==> config.mk <==
export PLATFORM = sky130hd
export DESIGN_NAME = strobe_addr_ptr
export DESIGN_NICKNAME = d
export VERILOG_FILES = /design/src/rtl/strobe_addr_pkg.sv /design/src/rtl/strobe_edge.sv /design/src/rtl/bus_align.sv /design/src/rtl/addr_counter.sv /design/src/rtl/strobe_addr_ptr.sv
export SDC_FILE = /design/constraint.sdc
export NUM_CORES = 1
export LEC_CHECK = 0
export BUFFER_PORTS_ARGS = -buffer_cell sky130_fd_sc_hd__buf_2
export CELL_PAD_IN_SITES_DETAIL_PLACEMENT = 1
export CELL_PAD_IN_SITES_GLOBAL_PLACEMENT = 1
export CORE_MARGIN = 2
export CORE_UTILIZATION = 25
export CTS_BUF_LIST = sky130_fd_sc_hd__clkbuf_2
export CTS_CLUSTER_SIZE = 20
export DETAILED_ROUTE_END_ITERATION = 6
export PLACE_DENSITY = 0.5
export REMOVE_ABC_BUFFERS = 1
export SLEW_MARGIN = 10
export SYNTH_ARGS = -nofsm -noshare
export SYNTH_HDL_FRONTEND = slang
export SYNTH_SLANG_ARGS = --single-unit
==> constraint.sdc <==
create_clock -name clk_i -period 1.15 [get_ports clk_i]
set_input_delay 0.345 -clock clk_i [delete_from_list [all_inputs] [get_ports clk_i]]
set_output_delay 0.345 -clock clk_i [all_outputs]
set_load 0.03 [all_outputs]
==> src/rtl/strobe_addr_pkg.sv <==
package strobe_addr_pkg;
  localparam int unsigned ADDR_W_DEF = 8;
  localparam int unsigned SYNC_STAGES_DEF = 2;

  typedef enum logic [1:0] {
    EV_NONE = 2'd0,
    EV_LOAD = 2'd1,
    EV_INC  = 2'd2
  } ptr_ev_e;
endpackage

==> src/rtl/strobe_edge.sv <==
module strobe_edge #(
  parameter int unsigned STAGES = 2,
  parameter bit          RISE   = 1'b1
) (
  input  logic clk_i,
  input  logic rst_ni,
  input  logic strobe_i,
  output logic edge_o
);
  // STAGES synchronizer flops plus one history flop
  logic [STAGES:0] sh_q;
  logic            level;
  logic            prev;

  always_ff @(posedge clk_i or negedge rst_ni) begin
    if (!rst_ni) sh_q <= '0;
    else         sh_q <= {sh_q[STAGES-1:0], strobe_i};
  end

  assign level = sh_q[STAGES-1];
  assign prev  = sh_q[STAGES];

  generate
    if (RISE) begin : g_rise
      assign edge_o = level & ~prev;
    end else begin : g_fall
      assign edge_o = ~level & prev;
    end
  endgenerate
endmodule

==> src/rtl/bus_align.sv <==
module bus_align #(
  parameter int unsigned W     = 8,
  parameter int unsigned DEPTH = 2
) (
  input  logic         clk_i,
  input  logic         rst_ni,
  input  logic [W-1:0] bus_i,
  output logic [W-1:0] bus_o
);
  logic [W-1:0] pipe_q [DEPTH];

  generate
    for (genvar i = 0; i < DEPTH; i++) begin : g_stage
      if (i == 0) begin : g_first
        always_ff @(posedge clk_i or negedge rst_ni) begin
          if (!rst_ni) pipe_q[0] <= '0;
          else         pipe_q[0] <= bus_i;
        end
      end else begin : g_next
        always_ff @(posedge clk_i or negedge rst_ni) begin
          if (!rst_ni) pipe_q[i] <= '0;
          else         pipe_q[i] <= pipe_q[i-1];
        end
      end
    end
  endgenerate

  assign bus_o = pipe_q[DEPTH-1];
endmodule

==> src/rtl/addr_counter.sv <==
module addr_counter
  import strobe_addr_pkg::*;
#(
  parameter int unsigned W = 8
) (
  input  logic         clk_i,
  input  logic         rst_ni,
  input  logic         load_ev_i,
  input  logic         inc_ev_i,
  input  logic [W-1:0] load_data_i,
  output logic [W-1:0] addr_o,
  output logic         load_o,
  output logic         inc_o
);
  ptr_ev_e      ev;
  logic [W-1:0] addr_q;
  logic [W-1:0] addr_d;

  // load wins over increment
  always_comb begin
    if (load_ev_i)     ev = EV_LOAD;
    else if (inc_ev_i) ev = EV_INC;
    else               ev = EV_NONE;
  end

  always_comb begin
    unique case (ev)
      EV_LOAD: addr_d = load_data_i;
      EV_INC:  addr_d = addr_q + W'(1);
      default: addr_d = addr_q;
    endcase
  end

  always_ff @(posedge clk_i or negedge rst_ni) begin
    if (!rst_ni) begin
      addr_q <= '0;
      load_o <= 1'b0;
      inc_o  <= 1'b0;
    end else begin
      addr_q <= addr_d;
      load_o <= (ev == EV_LOAD);
      inc_o  <= (ev == EV_INC);
    end
  end

  assign addr_o = addr_q;
endmodule

==> src/rtl/strobe_addr_ptr.sv <==
module strobe_addr_ptr
  import strobe_addr_pkg::*;
#(
  parameter int unsigned ADDR_W      = ADDR_W_DEF,
  parameter int unsigned SYNC_STAGES = SYNC_STAGES_DEF
) (
  input  logic              clk_i,
  input  logic              rst_ni,
  input  logic [ADDR_W-1:0] bus_i,
  input  logic              ale_i,
  input  logic              rd_i,
  output logic [ADDR_W-1:0] addr_o,
  output logic              load_o,
  output logic              inc_o
);
  logic              ale_rise;
  logic              rd_fall;
  logic [ADDR_W-1:0] load_data;

  strobe_edge #(.STAGES(SYNC_STAGES), .RISE(1'b1)) u_ale_edge (
    .clk_i   (clk_i),
    .rst_ni  (rst_ni),
    .strobe_i(ale_i),
    .edge_o  (ale_rise)
  );

  strobe_edge #(.STAGES(SYNC_STAGES), .RISE(1'b0)) u_rd_edge (
    .clk_i   (clk_i),
    .rst_ni  (rst_ni),
    .strobe_i(rd_i),
    .edge_o  (rd_fall)
  );

  // depth matches synchronizer so the load value is the bus at first strobe sample
  bus_align #(.W(ADDR_W), .DEPTH(SYNC_STAGES)) u_bus_align (
    .clk_i (clk_i),
    .rst_ni(rst_ni),
    .bus_i (bus_i),
    .bus_o (load_data)
  );

  addr_counter #(.W(ADDR_W)) u_counter (
    .clk_i      (clk_i),
    .rst_ni     (rst_ni),
    .load_ev_i  (ale_rise),
    .inc_ev_i   (rd_fall),
    .load_data_i(load_data),
    .addr_o     (addr_o),
    .load_o     (load_o),
    .inc_o      (inc_o)
  );
endmodule

# == Word-level counts from Yosys, hierarchy flattened ==
# Cells that the tools add are included.
# totals
reg_bits,32
output_inout_bits,10
# op_classes
add_sub_neg,1
n_eq_ne,2
n_mux,3
n_bitwise,4
reduce_logical,1
# ops
op,n
$pmux 8 s2,1
$add 8x1->8 const B,1
$mux 2,2
$and 1x1->1,2
$eq 2x1->1 const B,1
$eq 2x2->1 const B,1
$not 1->1,2
$reduce_bool 2->1,1

# == Logic depth before layout (Yosys ltp) ==
# Gate-level depths: netlist of run 1.
# depth
depth_word,6
ltp_mapped,4

# == Modules after synthesis ==
# Synthesis of run 1 repeated with hierarchy kept, for this count alone.
# hier_totals
hier_cells,81
hier_area_um2,1113.6
# modules_own_cells
mod,instances,cells_per_inst,area_per_inst_um2,seq_area_each_um2
addr_counter,1,49,475.5,250.2
bus_align,1,24,460.4,400.4
strobe_edge,2,4,88.8,75.1

# == Worst setup path before layout of run 1 ==
# No wires, ideal clock.
# synth_path
path_kind,reg2reg
startpoint,"register u_counter.addr_q[0], in the netlist u_counter.addr_o[0]"
endpoint,"register u_counter.addr_q[4], in the netlist u_counter.addr_o[4]"
setup_time_ps,82
arrival_ps,1389
t_required_ps,1068
slack_ps,-321
stages_incl_launch_ff,5
n_path_buf,0
path_cell_list,dfrtp_1 > ha_1 > nand3b_1 > or3_1 > a31oi_1
# synth_via
elab_chain_cells,2
# synth_lines
element,line_no,rtl
start: declaration,addr_counter.sv:16,logic [W-1:0] addr_q;
start signal: assignment,addr_counter.sv:40,addr_q <= addr_d;
$add 8x1->8,addr_counter.sv:29,EV_INC: addr_d = addr_q + W'(1);
$pmux 8 s2,addr_counter.sv:27,unique case (ev)
# Every way passes these cells.
# A chain may end at the register's enable or synchronous reset.

# == Worst setup path after layout of run 1 ==
# layout_path
startpoint,"register u_counter.addr_q[0], in the netlist u_counter.addr_o[0]"
endpoint,"register u_counter.addr_q[6], in the netlist u_counter.addr_o[6]"
# The elaborated chain is that of the path after synthesis.

==> results of run 1 <==
## final timing paths
| kind | from | slack (ns) | cells after the start | endpoint |
|---|---|---|---|---|
| worst max register to register | u_counter.addr_o[0]$_DFFE_PN0P_ | -0.27 | 5 | u_counter.addr_o[6]$_DFFE_PN0P_ |
| max in group asynchronous | rst_ni | 0.51 | 3 | u_bus_align.bus_o[7]$_DFF_PN0_ |
| worst min-delay path | bus_i[3] | 0.1 | 1 | u_bus_align.pipe_q[11]$_DFF_PN0_ |
| worst min register to register | u_bus_align.pipe_q[8]$_DFF_PN0_ | 0.37 | 0 | u_bus_align.bus_o[0]$_DFF_PN0_ |
| min in group asynchronous | rst_ni | 0.47 | 3 | u_rd_edge.sh_q[0]$_DFF_PN0_ |
| worst max-delay path | u_counter.addr_o[0]$_DFFE_PN0P_ | -0.27 | 5 | u_counter.addr_o[6]$_DFFE_PN0P_ |
## cell usage after synthesis, drive strengths merged
| master | count |
|---|---|
| nand4b | 1 |
| xnor2 | 2 |
| a31oi | 4 |
| or3 | 4 |
| dfrtp | 32 |
| inv | 2 |
| nand3 | 2 |
| o211ai | 1 |
| nand2 | 6 |
| or4 | 1 |
| mux2i | 1 |
| o21ai | 7 |
| nand2b | 1 |
| nand4 | 2 |
| nand3b | 2 |
| nor2 | 4 |
| and2 | 1 |
| ha | 1 |
| clkbuf | 1 |
| and2b | 1 |
## cell type report
| type | instances | area (sq um) | share of cell area [%] |
|---|---|---|---|
| Clock buffer | 5 | 25.0 | 1.56 |
| Clock inverter | 2 | 7.51 | 0.467 |
| Inverter | 2 | 7.51 | 0.467 |
| Multi-Input combinational cell | 41 | 280 | 17.4 |
| Sequential cell | 32 | 801 | 49.8 |
| Tap cell | 50 | 62.6 | 3.89 |
| Timing Repair Buffer | 48 | 423 | 26.3 |
## metrics by stage
stage | cells | total power, mW | util, %
floorplan | 75 | 1.57 | -
global placement | 159 | 1.81 | 33.2
detailed placement | 159 | 1.83 | 33.2
CTS | 176 | 2.51 | 38.2
global route | 180 | 2.70 | 39.6
finish | 180 | 2.55 | 39.6
## sequential cells by signal, indices dropped and copies added (netlist names)
name	count
u_counter.load_o	1
u_bus_align.pipe_q	8
u_rd_edge.sh_q	3
u_ale_edge.sh_q	3
u_bus_align.bus_o	8
u_counter.addr_o	8
u_counter.inc_o	1
## metal layers
layer,vias up,global-route usage [%],share of wire (%)
met3,4,3.92,5.7
met1,365,12.0,42
met5,-,0,0
met2,22,14.7,50
met4,0,5.23,2.2
li1,367,-,-
## where the power goes
part | switching [mW] | leakage [nW] | internal [mW] | total, mW
clock | 0.334 | 0.0239 | 0.125 | 0.459
sequential | 0.0592 | 0.373 | 1.22 | 1.28
combinational | 0.371 | 0.346 | 0.436 | 0.807
## critical path: stages (launching register included)
cell and delay (ns):
dfrtp_1 0.41, buf_6 0.13, ha_4 0.12, nand3b_1 0.15
or3_1 0.39, a31oi_1 0.16
## cell families after synthesis
logic type,Yosys count,synth area share (%)
AO/OA/AOI/OAI,12,6.30
XOR/XNOR,2,1.63
buffers and inverters,3,1.05
AND/OR/NAND/NOR,25,14.2
flip-flops,32,74.7
adder cells (fa/ha/maj),1,1.17
multiplexers,1,0.934
## repair_timing
action	in CTS	in global routing
hold endpoints to repair	32	0
pin swaps	5	4
buffers inserted	9	4
hold buffers	1	0
setup endpoints to repair	16	18
gates resized for setup	27	8
==> PnR_summary.wiki, run 1 <==
{| class="wikitable"
! Metric !! Value
|-
| Result of the run || complete, but fails checks
|-
| Violations in the final reports || negative setup slack
|-
| Max Slew Vio Count || 0
|-
| Total number of vias || 758
|-
| Final wirelength || 2180 um
|-
| # nets final || 143
|-
| All-Layer GR Usage || 9.80%
|-
| Path category of the worst min-delay check || in2reg
|-
| Weighted congestion reported at the end of routability-driven placement || 0.753
|-
| Max-slew headroom || 87.8%
|-
| Core footprint || 0.00406 sq mm
|-
| # diodes || 0
|-
| Share of final-layout standard cells stronger than drive strength 1 || 45.4%
|-
| Actual slew at the worst max-slew pin || 0.183 ns
|-
| Number of DRC markers in iteration 0 || 25
|-
| Number of top-level pins || 22
|-
| Worst VDD drop || 0.000623 V
|-
| TritonCTS sink count || 32
|-
| Largest area contributor in the synthesized netlist || dfrtp_1
|-
| Antenna-violating nets left || 0
|-
| Critical path type || reg2reg
|-
| Count of port buffers added during placement || 21
|-
| Area contributors post-synth || dfrtp_1 (75%), a31oi_1 (2.3%), or3_1 (2.3%)
|-
| Overflow left after global routing || 0
|-
| Number of distinct library cells after synthesis || 23
|-
| Detailed Routing Iterations Pass 1 || 4
|-
| Starting utilization of the core area || 26.4%
|-
| HPWL after detailed placement || 1390 um
|-
| Die Y-Extent || 69.5 um
|-
| RSZ-0062 raised after global routing || true
|-
| Post-detailed-route wirelength per cell || 12.1 um
|-
| Sequential share of the synthesized area || 74.7%
|-
| Avg Cell Area, Syn || 14.1 sq um
|-
| Die width || 69.5 um
|-
| Worst-case clock skew || 0.00828 ns
|-
| Type of destination of the critical path || flip-flop
|-
| Highest attainable clock frequency || 702 MHz
|-
| Leakage power || 0.743 nW
|-
| Clock tree from TritonCTS || yes
|-
| Gate count after technology mapping || 76
|-
| CTS Root Cell || clkbuf_2
|-
| Commonest cells after routing, fill and taps aside || dfrtp_1 (32), buf_6 (20), buf_4 (15)
|-
| Pin count of the biggest net entering global routing || 33
|-
| Most frequent standard cell in the layout excluding fill and tap cells || dfrtp_1
|-
| DRC Markers || 0
|-
| Worst setup timing slack at the placement stage || -0.139 ns
|-
| Worst path arrival time || 1.70 ns
|-
| Design Area, Final || 0.00161 sq mm
|-
| Yosys warns || 0
|-
| Maximum buffer depth of the clock tree || 2
|-
| Maxcap violations || 0
|-
| Power per standard cell area || 1590 mW/mm^2
|-
| Number of buffers created by CTS || 5
|-
| Worst hold margin || 0.0980 ns
|-
| Synthesis-stage register bit count || 32
|-
| Post-route fraction of the period consumed by the critical path || 124%
|-
| Data required, critical path || 1.43 ns
|-
| Combined area of all synthesized cells || 0.00107 sq mm
|-
| Count of endpoints failing setup in the final report || 17
|-
| Crit path setup slack, layout || -0.275 ns
|-
| Wire length of the first global-routing pass || 3580 um
|-
| Clock transition at the register clock pins on the worst setup and hold paths after CTS || 0.14 ns
|-
| Final-report hold violation count || 0
|-
| Area added between synthesis and finish || 49.8%
|-
| Cell area after placement || 0.00135 sq mm
|-
| Critical path peak fanout || 4
|-
| Startpoint class of the critical path || flip-flop
|-
| Via count of the first global-routing pass || 788
|-
| Maximum level of the CTS H-tree || 2
|-
| Area enclosed by the die boundary || 0.00483 sq mm
|-
| Layout fillers || 433
|-
| Area fraction of the dominant cell type after synthesis || 74.7%
|-
| Shortest clock period the worst path allows after layout || 1.42 ns
|-
| Setup TNS after final layout || -2.57 ns
|-
| Vias per cell || 4.21
|-
| Clk_lat worst skew || 0.34 ns
|-
| Number of antenna violations at the first check in global routing || 0
|-
| Site row count || 23
|}
(Power assumes the default switching activity.)
==> run 2: changes to the inputs <==
==> constraint.sdc (replaced) <==
create_clock -name clk_i -period 1.15 [get_ports clk_i]
set_input_delay 0.23 -clock clk_i [delete_from_list [all_inputs] [get_ports clk_i]]
set_output_delay 0.23 -clock clk_i [all_outputs]
set_load 0.03 [all_outputs]
==> run 2 against run 1 <==
Compared with the run above:
- the run still ends with negative setup slack left
- sequential share of layout area down 3.4 points
- die area is the same
- worst setup slack improved by 0.042 ns
- sequential cell count did not move
- total power rose by 4.5%
- maximum frequency is 3.0% higher
- combinational power up 5.2%
- clock power up 14%
- largest power group unchanged
==> PnR_summary.wiki, run 2 (synthesis gave the netlist of run 1 again) <==
{| class="wikitable"
! Metric !! Value
|-
| Result of the run || complete, but fails checks
|-
| Violations in the final reports || negative setup slack
|-
| Total number of vias || 821
|-
| DRC Markers || 0
|-
| Area enclosed by the die boundary || 0.00483 sq mm
|-
| End point of the critical path || addr_o[3]
|-
| Setup TNS after final layout || -1.58 ns
|-
| All-Layer GR Usage || 11.7%
|-
| Share of final-layout standard cells stronger than drive strength 1 || 43.3%
|-
| Clk_lat worst skew || 0.36 ns
|-
| TritonCTS sink count || 32
|-
| Max-slew headroom || 88.1%
|-
| HPWL after detailed placement || 1520 um
|-
| Met3 global-route usage || 4.51%
|-
| # diodes || 0
|-
| Weighted congestion reported at the end of routability-driven placement || 0.744
|-
| Flop2flop setup slack || -0.16 ns
|-
| Data required, critical path || 0.92 ns
|-
| Critical path peak fanout || 2
|-
| Most frequent standard cell in the layout excluding fill and tap cells || dfrtp_1
|-
| Final wirelength || 2390 um
|-
| Clock tree from TritonCTS || yes
|-
| Maxcap violations || 0
|-
| Wire length of the first global-routing pass || 4280 um
|-
| Overflow left after global routing || 0
|-
| Site row count || 23
|-
| Via count of the first global-routing pass || 917
|-
| RSZ-0062 raised after global routing || true
|-
| Final cell count without fillers || 191
|-
| R2r startpoint || u_counter.addr_o[1]$_DFFE_PN0P_
|-
| CTS Root Cell || clkbuf_2
|-
| Antenna-violating nets left || 0
|-
| Power per standard cell area || 1540 mW/mm^2
|-
| Post-route fraction of the period consumed by the critical path || 120%
|-
| Core footprint || 0.00406 sq mm
|-
| Max Slew Vio Count || 0
|-
| Clock transition at the register clock pins on the worst setup and hold paths after CTS || 0.15 ns
|-
| Highest attainable clock frequency || 723 MHz
|-
| Count of endpoints failing setup in the final report || 14
|-
| Starting utilization of the core area || 26.4%
|-
| Number of top-level pins || 22
|-
| Path category of the worst min-delay check || in2async
|-
| Crit path setup slack, layout || -0.233 ns
|-
| Busiest layer in global routing || met2
|-
| Actual slew at the worst max-slew pin || 0.176 ns
|-
| Detailed Routing Iterations Pass 1 || 2
|-
| Area added between synthesis and finish || 60.7%
|-
| Die Y-Extent || 69.5 um
|-
| Crit path from || u_counter.addr_o[3]$_DFFE_PN0P_
|-
| Maximum buffer depth of the clock tree || 2
|-
| Number of antenna violations at the first check in global routing || 0
|-
| Leakage power || 0.801 nW
|-
| Reg2reg path depth || 5
|-
| Number of cells in the design after placement || 160
|-
| Startpoint class of the critical path || flip-flop
|-
| Post-detailed-route wirelength per cell || 12.5 um
|-
| Worst VDD drop || 0.000659 V
|-
| Pin count of the biggest net entering global routing || 33
|-
| Worst path arrival time || 1.15 ns
|-
| Maximum level of the CTS H-tree || 2
|-
| Count of port buffers added during placement || 21
|-
| Commonest cells after routing, fill and taps aside || dfrtp_1 (32), buf_6 (21), buf_4 (14)
|-
| M2 GR Usage || 19.1%
|-
| Global-route met1 utilization || 13.3%
|-
| Final-report hold violation count || 0
|-
| Number of buffers created by CTS || 5
|-
| Number of DRC markers in iteration 0 || 17
|-
| Worst-case clock skew || 0.00711 ns
|-
| Worst setup timing slack at the placement stage || -0.146 ns
|-
| Reg-to-Reg End || u_counter.addr_o[4]$_DFFE_PN0P_
|-
| Die width || 69.5 um
|-
| Vias per cell || 4.30
|-
| # nets final || 153
|-
| Type of destination of the critical path || output pin
|-
| Shortest clock period the worst path allows after layout || 1.38 ns
|-
| Critical path type || reg2out
|}
run 2: cell types whose count changed in the layout (fill, tap and decap cells not counted):
cell	before	now
ha_4	1	0
nand3_4	0	1
clkinv_1	2	1
nand4b_2	1	0
o21ai_1	5	4
buf_4	15	14
o21ai_0	2	3
nand3_2	1	0
clkbuf_2	5	7
buf_6	20	21
dlygate4sd3_1	1	11
ha_2	0	1
nand4b_4	0	1
run 2: report_power, final:
group	total (mW)	switching, mW	internal (mW)
registers	1.29	0.0687	1.22
clock network	0.521	0.358	0.163
logic	0.849	0.378	0.471
total	2.66	0.805	1.86
run 2: layer usage:
layer / share of wire [%] / up-vias
met1: 42 / 405
met5: 0 / -
met3: 4.2 / 6
li1: - / 393
met2: 51 / 17
met4: 2.2 / 0
run 2: critical path, stage by stage, from the launching register on:
cell and delay (ns):
dfrtp_1 0.43, buf_6 0.13, buf_6 0.10, buf_6 0.12
run 2: what timing repair did:
action,CTS,global route
endpoints found under the setup margin,16,17
hold endpoints to repair,42,0
setup buffers,11,2
hold buffers,11,0
pin swaps,6,2
resized for setup,35,2
run 2: worst min path at each step:
stage	depth (start not counted)	endpoint	slack [ns]
floorplan	0	u_ale_edge.sh_q[0]$_DFF_PN0_	-0.07
global placement	2	u_bus_align.bus_o[0]$_DFF_PN0_	0.20
detailed placement	2	u_bus_align.bus_o[1]$_DFF_PN0_	0.20
CTS	3	u_ale_edge.sh_q[2]$_DFF_PN0_	0.30
global route	3	u_bus_align.bus_o[1]$_DFF_PN0_	0.30
finish	3	u_counter.addr_o[1]$_DFFE_PN0P_	0.33
run 2: layout make-up:
| type | instances | area, sq um |
|---|---|---|
| Clock buffer | 7 | 35.0 |
| Clock inverter | 1 | 3.75 |
| Fill cell | 424 | 2330 |
| Inverter | 2 | 7.51 |
| Multi-Input combinational cell | 41 | 287 |
| Sequential cell | 32 | 801 |
| Tap cell | 50 | 62.6 |
| Timing Repair Buffer | 58 | 527 |
run 2: metrics by stage:
step | util (%) | total power, mW | hold slack (ns) | cell area (sq um)
after global placement | 33.4 | 1.83 | 0.196 | 1350
final | 42.5 | 2.66 | 0.327 | 1720
after detailed placement | 33.4 | 1.85 | 0.198 | 1350
after global routing | 42.5 | 2.82 | 0.300 | 1720
after floorplan | - | 1.57 | -0.0656 | 1070
after CTS | 42.3 | 2.70 | 0.304 | 1720
